File: src/rtl/osk_pkg.sv
package osk_pkg;
  localparam int unsigned STEP_SEL_W = 2;

  typedef enum logic [1:0] {
    SRC_BYPASS = 2'd0,
    SRC_MANUAL = 2'd1,
    SRC_AUTO   = 2'd2
  } scale_src_e;

  function automatic scale_src_e pick_src(input logic en, input logic auto_mode);
    if (!en)       return SRC_BYPASS;
    if (auto_mode) return SRC_AUTO;
    return SRC_MANUAL;
  endfunction
endpackage

File: src/rtl/osk_rate_timer.sv
module osk_rate_timer #(
  parameter int unsigned RATE_W = 8
) (
  input  logic              clk_i,
  input  logic              rst_ni,
  input  logic              run_i,
  input  logic              restart_i,
  input  logic [RATE_W-1:0] rate_i,
  output logic              tick_o
);
  logic [RATE_W-1:0] cnt_q;

  // 0 and 1 both expire at once
  assign tick_o = run_i && (cnt_q <= RATE_W'(1));

  always_ff @(posedge clk_i or negedge rst_ni) begin
    if (!rst_ni)                    cnt_q <= '0;
    else if (!run_i)                cnt_q <= rate_i;
    else if (tick_o || restart_i)   cnt_q <= rate_i;
    else                            cnt_q <= cnt_q - RATE_W'(1);
  end
endmodule

File: src/rtl/osk_ramp_counter.sv
module osk_ramp_counter #(
  parameter int unsigned SCALE_W    = 14,
  parameter int unsigned STEP_SEL_W = 2
) (
  input  logic                  clk_i,
  input  logic                  rst_ni,
  input  logic                  tick_i,
  input  logic                  up_i,
  input  logic [STEP_SEL_W-1:0] step_sel_i,
  input  logic [SCALE_W-1:0]    ceiling_i,
  output logic [SCALE_W-1:0]    cnt_o
);
  localparam int unsigned SUM_W = SCALE_W + 1;

  logic [SCALE_W-1:0] cnt_q, cnt_d, step;
  logic [SUM_W-1:0]   sum;

  assign step = SCALE_W'(1) << step_sel_i;
  assign sum  = {1'b0, cnt_q} + {1'b0, step};

  always_comb begin
    cnt_d = cnt_q;
    if (tick_i) begin
      if (up_i) cnt_d = (sum > {1'b0, ceiling_i}) ? ceiling_i : sum[SCALE_W-1:0];
      else      cnt_d = (cnt_q > step) ? cnt_q - step : '0;
    end
  end

  always_ff @(posedge clk_i or negedge rst_ni) begin
    if (!rst_ni) cnt_q <= '0;
    else         cnt_q <= cnt_d;
  end

  assign cnt_o = cnt_q;
endmodule

File: src/rtl/osk_scale_mult.sv
module osk_scale_mult #(
  parameter int unsigned DATA_W  = 14,
  parameter int unsigned SCALE_W = 14
) (
  input  logic [DATA_W-1:0]  sample_i,
  input  logic [SCALE_W-1:0] scale_i,
  input  logic               bypass_i,
  output logic [DATA_W-1:0]  sample_o
);
  localparam int unsigned PROD_W = DATA_W + SCALE_W;

  logic [PROD_W-1:0] prod;

  assign prod     = {{SCALE_W{1'b0}}, sample_i} * {{DATA_W{1'b0}}, scale_i};
  assign sample_o = bypass_i ? sample_i : prod[PROD_W-1 -: DATA_W];
endmodule

File: src/rtl/osk_ramp.sv
module osk_ramp
  import osk_pkg::*;
#(
  parameter int unsigned DATA_W  = 14,
  parameter int unsigned SCALE_W = 14,
  parameter int unsigned RATE_W  = 8
) (
  input  logic                  clk_i,
  input  logic                  rst_ni,
  input  logic [DATA_W-1:0]     sample_i,
  input  logic                  enable_i,
  input  logic                  auto_i,
  input  logic                  key_i,
  input  logic                  update_i,
  input  logic                  reload_on_update_i,
  input  logic [STEP_SEL_W-1:0] step_sel_i,
  input  logic [RATE_W-1:0]     rate_i,
  input  logic [SCALE_W-1:0]    ceiling_i,
  input  logic [SCALE_W-1:0]    scale_reg_i,
  output logic [DATA_W-1:0]     sample_o,
  output logic [SCALE_W-1:0]    scale_o
);
  scale_src_e         src;
  logic               ramp_active, tick;
  logic [SCALE_W-1:0] ramp_cnt, manual_scale;

  assign src         = pick_src(enable_i, auto_i);
  assign ramp_active = (src == SRC_AUTO);

  always_ff @(posedge clk_i or negedge rst_ni) begin
    if (!rst_ni)       manual_scale <= '0;
    else if (update_i) manual_scale <= scale_reg_i;
  end

  osk_rate_timer #(.RATE_W(RATE_W)) u_timer (
    .clk_i     (clk_i),
    .rst_ni    (rst_ni),
    .run_i     (ramp_active),
    .restart_i (update_i && reload_on_update_i),
    .rate_i    (rate_i),
    .tick_o    (tick)
  );

  osk_ramp_counter #(.SCALE_W(SCALE_W), .STEP_SEL_W(STEP_SEL_W)) u_cnt (
    .clk_i      (clk_i),
    .rst_ni     (rst_ni),
    .tick_i     (tick),
    .up_i       (key_i),
    .step_sel_i (step_sel_i),
    .ceiling_i  (ceiling_i),
    .cnt_o      (ramp_cnt)
  );

  assign scale_o = auto_i ? ramp_cnt : manual_scale;

  osk_scale_mult #(.DATA_W(DATA_W), .SCALE_W(SCALE_W)) u_mult (
    .sample_i (sample_i),
    .scale_i  (scale_o),
    .bypass_i (src == SRC_BYPASS),
    .sample_o (sample_o)
  );
endmodule

File: config.mk
export PLATFORM = sky130hd
export DESIGN_NAME = osk_ramp
export DESIGN_NICKNAME = d
export VERILOG_FILES = /design/src/rtl/osk_pkg.sv /design/src/rtl/osk_rate_timer.sv /design/src/rtl/osk_ramp_counter.sv /design/src/rtl/osk_scale_mult.sv /design/src/rtl/osk_ramp.sv
export SDC_FILE = /design/constraint.sdc
export NUM_CORES = 1
export LEC_CHECK = 0
export ABC_AREA = 0
export BUFFER_PORTS_ARGS = -buffer_cell sky130_fd_sc_hd__buf_2
export CAP_MARGIN = 20
export CORE_MARGIN = 8
export CORE_UTILIZATION = 55
export CTS_CLUSTER_SIZE = 8
export DETAILED_ROUTE_END_ITERATION = 10
export PLACE_DENSITY = 0.75
export SETUP_SLACK_MARGIN = 0.1
export SLEW_MARGIN = 20
export SYNTH_ARGS = -nofsm -noshare
export SYNTH_HDL_FRONTEND = slang
export SYNTH_SLANG_ARGS = --single-unit
File: constraint.sdc
create_clock -name clk_i -period 12.6 [get_ports clk_i]
set_clock_uncertainty 0.1 [all_clocks]
set_input_delay 2.52 -clock clk_i [delete_from_list [all_inputs] [get_ports clk_i]]
set_output_delay 2.52 -clock clk_i [all_outputs]
set_load 0.02 [all_outputs]
-- Word-level counts from Yosys, hierarchy flattened
Index checks and enable logic that the tools add are counted.
- register bits after elaboration: 36
- input bits: 59
- logic and storage cells: 29
- equality and inequality tests: 1
- magnitude comparators: 3
- multiplexer cells: 13
- $mul: 1
- shifts and indexed selects: 1
- reduce and logical (&&, ||, !) cells: 4
- add/sub/neg operators: 3
- operators by type and width (cell ; count):
    2-to-1 mux 14 bit ; 5
    multiplier 14 x 14 -> 28 bit ; 1
    2-to-1 mux 8 bit ; 2
    adder 14 x 14 -> 15 bit ; 1
    > comparator 15 x 14 -> 1 bit ; 1
    > comparator 14 bit ; 1
    left shift 1 x 2 -> 14 bit (first input constant) ; 1
    subtractor 14 bit ; 1
    <= comparator 8 x 1 -> 1 bit (second input constant) ; 1
    2-to-1 mux 2 bit ; 4
    subtractor 8 x 1 -> 8 bit (second input constant) ; 1
    equality test 2 bit (second input constant) ; 1
    logical AND 1 bit ; 2
    zero test 2 bit ; 1
    2-to-1 mux 1 bit ; 2
    logical OR 1 bit ; 1

-- Logic depth before layout (Yosys ltp)
Gate-level depths: netlist of run 1.
- word-level depth: 9
- depth in mapped cells: 24
- gate-level depth less buffers: 21

-- Modules after synthesis
Synthesis of run 1 repeated with hierarchy kept, for this count alone.
- cell total of the unflattened synthesis: 1154
- area total of the unflattened synthesis: 10037.1 µm²
- modules (own cells, without submodules) (module ; sequential area each (µm²) ; area an instance (µm²) ; times used ; cells an instance):
    osk_scale_mult ; 0.0 ; 6702.7 ; 1 ; 787
    osk_ramp_counter ; 350.3 ; 1999.4 ; 1 ; 264
    osk_ramp ; 350.3 ; 814.5 ; 1 ; 49
    osk_rate_timer ; 200.2 ; 520.5 ; 1 ; 54

-- Worst setup path after synthesis of run 1
Ideal clock, no wire load.
- kind: input port to output port
- start point: in auto_i
- end point: out sample_o[12]
- data arrival time: 9.371 ns
- stages on the path: 23
- path buffers: 3
- slack: 0.609 ns
- path through: clkbuf_1 > clkbuf_1 > mux2_2 > clkbuf_1 > and2_1 > fa_1 > inv_1 > fa_1 > inv_1 > fa_1 > inv_1 > fa_1 > inv_1 > fa_1 > inv_1 > fa_1 > inv_1 > ha_1 > a21oi_1 > o21ai_0 > a2111oi_0 > a21oi_1 > o311ai_0
- elaborated cells on any way between the ends: 9
- classes of those cells: mul: 1; mux: 7; reduce/logical: 1
- RTL lines (element ; line ; source):
    start: declaration ; osk_ramp.sv:12 ; input logic auto_i,
    2-to-1 mux 14 bit ; osk_ramp.sv:54 ; assign scale_o = auto_i ? ramp_cnt : manual_scale;
    named net scale_o[3] ; osk_ramp.sv:21 ; output logic [SCALE_W-1:0] scale_o
    multiplier 14 x 14 -> 28 bit ; osk_scale_mult.sv:14 ; assign prod = {{SCALE_W{1'b0}}, sample_i} * {{DATA_W{1'b0}}, scale_i};
    2-to-1 mux 14 bit ; osk_scale_mult.sv:15 ; assign sample_o = bypass_i ? sample_i : prod[PROD_W-1 -: DATA_W];
    end: declaration ; osk_ramp.sv:20 ; output logic [DATA_W-1:0] sample_o,
The timed path passes the listed nets, and every way through them passes these cells. The select of a mux whose other input is x is not followed.

-- Worst setup path in the final report of run 1
- start point: in auto_i
- end point: out sample_o[8]
- word-level cells in the longest chain between the ends: 6
- elaborated cells on any way between the ends: 9
- classes of those cells: mul: 1; mux: 7; reduce/logical: 1
- ends and longest elaborated chain (element ; line):
    branches (longest 5 deep; another with multiplier 14 x 14 -> 28 bit) ; -
    2-to-1 mux 14 bit (*) ; osk_scale_mult.sv:15
Mark *: on every way between the ends. The select of a mux whose other input is x is not followed.

==> metrics.txt, run 1 <==
CTS tree=built; fin. max-slew vios=0; total gr overflow=0; insertion delay to the later sink of the worst-skew pair=~280 ps; Final TNS setup=0 ps; outcome=complete, no violations; vias=7,747; vias per std cell=5.65; Reg2Reg Setup Slack=7540 ps; layout cell share with drive strength beyond 1=11.7%; arrival time at the worst endpoint=roughly 9500 ps; initial antenna violation count=0; first-pass GRT wire length=39,600 um; Total GRT Usage=roughly 22%; Max Freq=approximately 0.08 GHz; WL final=23,000 um; # rows=between 40 and 50; Synth Warn #=0; post-route minimum period=12,130 ps; kind of critical path=primary input to output port; Final Hold Viols=0; Hold Path Class=flop to flop; #FFs+latches synth=36; Mapped Nets=1,414; Post-CTS Setup Bufs=0; biggest area consumer among synthesized cells=fa_1; WP data required=9980 ps; Cell variety after synth=62; Layout Nets=1,462; sequential area share after synthesis=a little under a tenth; drt initial violations=490; Placed Instances=1,365; Longest Clk Path Bufs=2; root buffer cell=clkbuf_16; MaxCap Viol Count=0; Fillers=1,551; drt drc=0; Clock Sink Count=36; pin count of the biggest net entering global routing=37; top-count cell post-synth=inv_1; core area=17,100 um^2; die height=148 um; DR pass1 iterations=5; H-tree depth=2; worst-path fanout max=15; cells after synthesis=about 1,100; asr flop ratio synth=100%; vias in the first global route=8,236; hold buffer count at CTS=0; worst slew pin tran=1010 ps; number of port buffers=86; Tcrit/Tclk final=96.3%; RSZ-0062 raised after global routing=no; TritonCTS buffer count=5; mean post-synth cell area=just under 9 um^2; Main synth FF type=dfrtp_1; CP Launch Type=primary input; initial core utilization=55.6%; Synth top area share=between 20% and 30%; Mapped Area=between 9000 and 10,000 um^2; area delta synth->final=7.09%; dominant cells by area after synthesis=fa_1 (30%), ha_1 (15%), dfrtp_1 (9.5%), inv_1 (7.9%), and2_1 (6.2%); Detailed Place HPWL=18,900 um; Setup violations, final=0; die area=21,800 um^2; Antenna Cells=0; gpl congestion=slightly below 1; wire length per cell=16.8 um; chip width=148 um; # IOs=87; top cells by instance count after synthesis=inv_1 (199), nand2_1 (143), fa_1 (142); Final Instance Count excl. Fillers=1,372; clock slew at reported path FFs=~50 ps; Worst Setup End Kind=output port; number of synthesized flops with an enable pin=0; Post-CTS Resized=0; Rel. slew slack=about a third; DRT antenna net count=0
## worst max-delay path, stage by stage
cell       delay, ps
buf_2            310
mux2_2           500
and2_1           210
fa_1             530
inv_1             50
fa_1             530
inv_1             50
fa_1             500
inv_1             50
fa_1             470
inv_1             50
fa_1             530
inv_1             60
fa_1             530
inv_1             40
ha_1             320
a21oi_1          120
o21ai_0          150
a2111oi_0        850
a21oi_1          250
a2111oi_0        480
a221o_1          200
buf_2            170
## routing by layer
| metal | track usage [%] | wire length [um] | vias up |
|---|---|---|---|
| met3 | 2.20 | 1060 | 38 |
| met5 | 0 | 0 | - |
| met4 | 6.73 | 599 | 0 |
| met1 | 27.4 | 9600 | 3844 |
| met2 | 39.6 | 11800 | 219 |
| li1 | - | - | 3646 |
## cell usage in the layout, fill, tap and decap left out, types with 31 or more instances in the layout
cell     count
a21oi_1     35
and2_1      94
buf_2       86
dfrtp_1     36
fa_1       142
ha_1       114
inv_1      199
mux2_2      31
nand2_1    143
nor2_1      33
## state kept, by name (all words and copies together) (netlist names)
register	cells
u_timer.cnt_q	8
u_cnt.cnt_o	14
manual_scale	14
## final cells by class
cell class | count | area, um^2 | area share (%)
Multi-Input combinational cell | 818 | 7680 | 75.4
Inverter | 199 | 747 | 7.33
Clock buffer | 6 | 129 | 1.27
Clock inverter | 1 | 5.00 | 0.0491
Tap cell | 225 | 282 | 2.76
Timing Repair Buffer | 87 | 438 | 4.30
Sequential cell | 36 | 901 | 8.84
## path summary, 6_finish.rpt
| path | start | to | depth (start not counted) |
|---|---|---|---|
| max in group asynchronous | rst_ni | manual_scale[11] | 1 |
| worst max register to register | u_cnt.cnt_o[2] | u_cnt.cnt_o[10] | 12 |
| worst min-delay path | manual_scale[12] | manual_scale[12] | 1 |
| worst min register to register | manual_scale[12] | manual_scale[12] | 1 |
| worst max-delay path | auto_i | sample_o[8] | 23 |
| min in group asynchronous | rst_ni | u_timer.cnt_q[5] | 1 |
## metrics by stage
stage / setup slack (ps) / hold slack (ps) / area, um^2 / utilization [%]
floorplan: 609 / 377 / 9510 / -
global placement: 683 / 388 / 10100 / 58.7
detailed placement: 598 / 396 / 10100 / 58.7
CTS: 596 / 408 / 10200 / 59.5
global route: 182 / 421 / 10200 / 59.5
finish: 471 / 406 / 10200 / 59.5
## cells by family after synthesis
kind of cell / count (synthesis) / share of synthesized area, %
compound gates: 140 / 9.84
simple gates: 355 / 18.9
buf+inv: 245 / 9.79
xor+xnor: 26 / 2.39
fa+ha+maj: 256 / 44.9
flops: 36 / 9.47
mux: 41 / 4.72
Power of run 1 is left out: the tool's default activity adds up to more than one toggle a clock period on the data nets, which glitch-free logic cannot reach.
==> run 2, diff against run 1 <==
--- a/config.mk
+++ b/config.mk
@@ -8,7 +8,6 @@
 export ABC_AREA = 0
 export BUFFER_PORTS_ARGS = -buffer_cell sky130_fd_sc_hd__buf_2
 export CAP_MARGIN = 20
-export CORE_MARGIN = 8
 export CORE_UTILIZATION = 55
 export CTS_CLUSTER_SIZE = 8
 export DETAILED_ROUTE_END_ITERATION = 10
==> run 2 against run 1 <==
Net effect:
- flip-flop and latch count unchanged
- critical path depth unchanged
- final area increased by 0.16%
- worst setup slack improved by 230 ps
- via count decreased by 0.80%
- fmax increased by 1.9%
- die area decreased by 18%
- register-to-register slack about the same
==> metrics.txt, run 2 (same netlist as run 1, synthesis figures left out) <==
outcome=complete, no violations; number of port buffers=86; CP Launch Type=primary input; root buffer cell=clkbuf_16; Post-CTS Setup Bufs=0; initial core utilization=a little under three fifths; pin count of the biggest net entering global routing=37; Final TNS setup=0 ps; area delta synth->final=7.26%; multi-input logic area=7680 um^2; WP data required=9980 ps; Longest Clk Path Bufs=2; Total GRT Usage=27.9%; vias=7,685; Worst Setup End Kind=output port; hold buffer count at CTS=0; first-pass GRT wire length=a little under 40,000 um; most frequent cells in the layout=inv_1 (199), nand2_1 (143), fa_1 (142); layout cell share with drive strength beyond 1=11.7%; worst-path fanout max=15; die height=134 um; WL final=22,800 um; Tcrit/Tclk final=94.5%; Final Hold Viols=0; Post-CTS Resized=0; Layout Nets=1,461; # IOs=between 80 and 90; chip width=134 um; initial antenna violation count=0; # rows=47; die area=17,800 um^2; register area=901 um^2; Max Freq=0.0840 GHz; vias per std cell=5.62; arrival time at the worst endpoint=9280 ps; Clock Sink Count=36; core area=16,800 um^2; most common cell after layout, fill and taps aside=inv_1; Fillers=1,452; final core utilization=60.9%; post-route minimum period=11,900 ps; DR pass1 iterations=5; worst slew pin tran=approximately 1000 ps; kind of critical path=primary input to output port; Detailed Place HPWL=about 18,000 um; MaxCap Viol Count=0; drt initial violations=470; DRT antenna net count=0; H-tree depth=2; TritonCTS buffer count=5; drt drc=0; clock slew at reported path FFs=roughly 60 ps; Setup violations, final=0; wire length per cell=16.7 um; fin. max-slew vios=0; RSZ-0062 raised after global routing=no; vias in the first global route=8,148; Rel. slew slack=between 30% and 40%; total gr overflow=0; CTS tree=built; Hold Path Class=flop to flop; insertion delay to the later sink of the worst-skew pair=around 280 ps; Antenna Cells=0; gpl congestion=0.953
-- run 2: cell types whose count changed in the layout (fill, tap and decap cells not counted) --
cell       before  now
buf_4           1    0
bufinv_16       0    1
-- run 2: layer usage --
metal	GRT usage (%)	share of wire [%]	vias to the layer above
met2	49.6	50	186
li1	-	-	3651
met5	0	0	-
met4	8.33	3.0	0
met3	2.09	3.7	40
met1	36.4	43	3808
-- run 2: path summary, 6_finish.rpt --
kind	from	to	slack (ps)	cells past startpoint
hold reg to reg	manual_scale[1]	manual_scale[1]	400	1
hold / removal	manual_scale[1]	manual_scale[1]	400	1
max in group asynchronous	rst_ni	u_cnt.cnt_o[4]	9650	1
setup reg to reg	u_cnt.cnt_o[2]	u_cnt.cnt_o[11]	7530	12
min in group asynchronous	rst_ni	u_timer.cnt_q[6]	2230	1
setup / recovery	auto_i	sample_o[8]	700	23
-- run 2: through the flow --
stage / cells / worst slack (ps) / hold WS (ps) / cell area, um^2
2_1_floorplan: 1099 / 609 / 377 / 9510
3_3_place_gp: 1359 / 738 / 387 / 10000
3_5_place_dp: 1359 / 706 / 395 / 10000
4_1_cts: 1367 / 711 / 408 / 10200
5_1_grt: 1367 / 146 / 422 / 10200
6_report: 1367 / 696 / 402 / 10200
-- run 2: layout make-up --
| class | instances | area share (%) |
|---|---|---|
| Sequential cell | 36 | 8.83 |
| Clock buffer | 6 | 1.26 |
| Timing Repair Buffer | 86 | 4.22 |
| Tap cell | 220 | 2.70 |
| Inverter | 199 | 7.32 |
| Clock inverter | 2 | 0.343 |
| Multi-Input combinational cell | 818 | 75.3 |
-- run 2: worst max-delay path: stages --
cell and delay [ps]:
buf_2 300, mux2_2 500, and2_1 210, fa_1 530, inv_1 50, fa_1 520, inv_1 50, fa_1 490
inv_1 50, fa_1 470, inv_1 50, fa_1 530, inv_1 60, fa_1 540, inv_1 40, ha_1 330
a21oi_1 120, o21ai_0 160, a2111oi_0 740, a21oi_1 240, a2111oi_0 470, a221o_1 160, buf_2 150
Power of run 2 is left out for the same reason.
==> run 3, diff against run 2 <==
--- a/config.mk
+++ b/config.mk
@@ -8,10 +8,13 @@
 export ABC_AREA = 0
 export BUFFER_PORTS_ARGS = -buffer_cell sky130_fd_sc_hd__buf_2
 export CAP_MARGIN = 20
-export CORE_UTILIZATION = 55
+export CELL_PAD_IN_SITES_DETAIL_PLACEMENT = 1
+export CELL_PAD_IN_SITES_GLOBAL_PLACEMENT = 1
+export CORE_UTILIZATION = 48
+export CTS_CLUSTER_DIAMETER = 30
 export CTS_CLUSTER_SIZE = 8
 export DETAILED_ROUTE_END_ITERATION = 10
-export PLACE_DENSITY = 0.75
+export PLACE_DENSITY_LB_ADDON = 0.1
 export SETUP_SLACK_MARGIN = 0.1
 export SLEW_MARGIN = 20
 export SYNTH_ARGS = -nofsm -noshare
==> run 3 against run 2 <==
Net effect:
- hold slack better by 4.8 ps
- global-route usage rose by 1.2 points
- utilization fell by 8.2 points
- final area increased by 0.55%
- critical path depth grew 1
- clock-buffer cell count unchanged
- die area up 14%
- flip-flop and latch count unchanged
- sequential share of layout area about the same
- worst setup slack improved by 160 ps
- largest cell class unchanged
==> metrics.txt, run 3 (same netlist as run 1, synthesis figures left out) <==
Fillers=2,341; final core utilization=52.7%; WL final=26,900 um; most frequent cells in the layout=inv_1 (199), nand2_1 (143), fa_1 (142); wire length per cell=19.1 um; hold buffer count at CTS=0; reg-to-reg startpoint=u_cnt.cnt_o[2]; number of port buffers=86; Clock Sink Count=36; root buffer cell=clkbuf_16; arrival time at the worst endpoint=roughly 9100 ps; Post-CTS Resized=0; first-pass GRT wire length=around 45,000 um; drt drc=0; DRT antenna net count=0; CP Launch Type=primary input; outcome=complete, no violations; worst-path fanout max=15; # IOs=87; most common cell after layout, fill and taps aside=inv_1; Tcrit/Tclk final=93.2%; DR pass1 iterations=4; # rows=51; vias per std cell=between 5 and 6; CTS tree=built; Longest Clk Path Bufs=2; TritonCTS buffer count=5; H-tree depth=2; Worst Setup End Kind=output port; layout cell share with drive strength beyond 1=11.9%; Reg2Reg Setup Slack=roughly 7300 ps; Antenna Cells=0; initial core utilization=48.9%; vias in the first global route=~8,600; Layout Nets=1,463; Final TNS setup=0 ps; die height=around 140 um; WP data required=9980 ps; MaxCap Viol Count=0; Detailed Place HPWL=between 20,000 and 25,000 um; Hold Crit Endpoint=manual_scale[12]; clock slew at reported path FFs=60 ps; post-route minimum period=roughly 12,000 ps; Rel. slew slack=29.3%; kind of critical path=primary input to output port; area delta synth->final=7.85%; Max Freq=0.0852 GHz; Setup violations, final=0; insertion delay to the later sink of the worst-skew pair=290 ps; Hold Path Class=flop to flop; chip width=143 um; worst slew pin tran=around 1100 ps; RR Endpoint=u_cnt.cnt_o[8]; vias=7,814; drt initial violations=276; Worst Reg-to-Reg Cells=12; gpl congestion=0.880; die area=about 20,000 um^2; worst hold start=manual_scale[12]; Hold Path Cell Cnt=1; core area=19,500 um^2; pin count of the biggest net entering global routing=37; RSZ-0062 raised after global routing=no; Total GRT Usage=29.1%; Final Hold Viols=0; Post-CTS Setup Bufs=0; fin. max-slew vios=0; total gr overflow=0; initial antenna violation count=0
[run 3: cell types whose count changed in the layout (fill, tap and decap cells not counted), sizes merged]
cell    delta
buf        +2
bufinv     -1
clkinv     +1
[run 3: worst max-delay path: stages]
cell       delay, ps
buf_2            320
mux2_2           490
and2_1           220
fa_1             530
inv_1             50
fa_1             530
inv_1             60
fa_1             490
inv_1             50
fa_1             470
inv_1             50
fa_1             530
inv_1             60
fa_1             530
inv_1             40
ha_1             330
a21oi_1          120
o21ai_0          160
a2111oi_0        440
buf_4            200
a21oi_1          100
a2111oi_0        440
a221o_1          200
buf_2            170
[run 3: how the worst max path moves through the flow]
stage | slack, ps | to | cells past startpoint | startpoint
global route | 310 | sample_o[8] | 24 | auto_i
finish | 860 | sample_o[8] | 24 | auto_i
detailed placement | 860 | sample_o[8] | 24 | auto_i
CTS | 840 | sample_o[11] | 22 | auto_i
floorplan | 610 | sample_o[12] | 23 | auto_i
global placement | 900 | sample_o[8] | 24 | auto_i
[run 3: per-layer routing]
layer / share of wire, % / track usage [%] / routed length (um)
met2: 49 / 51.1 / 13100
met1: 46 / 38.8 / 12300
met5: 0 / 0 / 0
met4: 2.2 / 7.47 / 606
met3: 3.2 / 2.35 / 871
[run 3: area by class of cell]
cell class                 count  area [um^2]  area share (%)
multi-input combinational    818         7680            74.9
sequential                    36          901            8.78
inverter                     199          747            7.28
timing repair buffer          88          445            4.34
tap                          265          332            3.23
clock buffer                   6          139            1.35
clock inverter                 2         10.0          0.0976
[run 3: per-stage QoR]
| stage | instance area (um^2) | instances | setup WS [ps] | hold slack (ps) |
|---|---|---|---|---|
| after floorplan | 9510 | 1099 | 609 | 377 |
| final | 10300 | 1414 | 857 | 407 |
| after detailed placement | 10100 | 1406 | 864 | 396 |
| after CTS | 10300 | 1414 | 836 | 409 |
| after global routing | 10300 | 1414 | 314 | 432 |
| after global placement | 10100 | 1406 | 897 | 385 |
Power of run 3 is left out for the same reason.
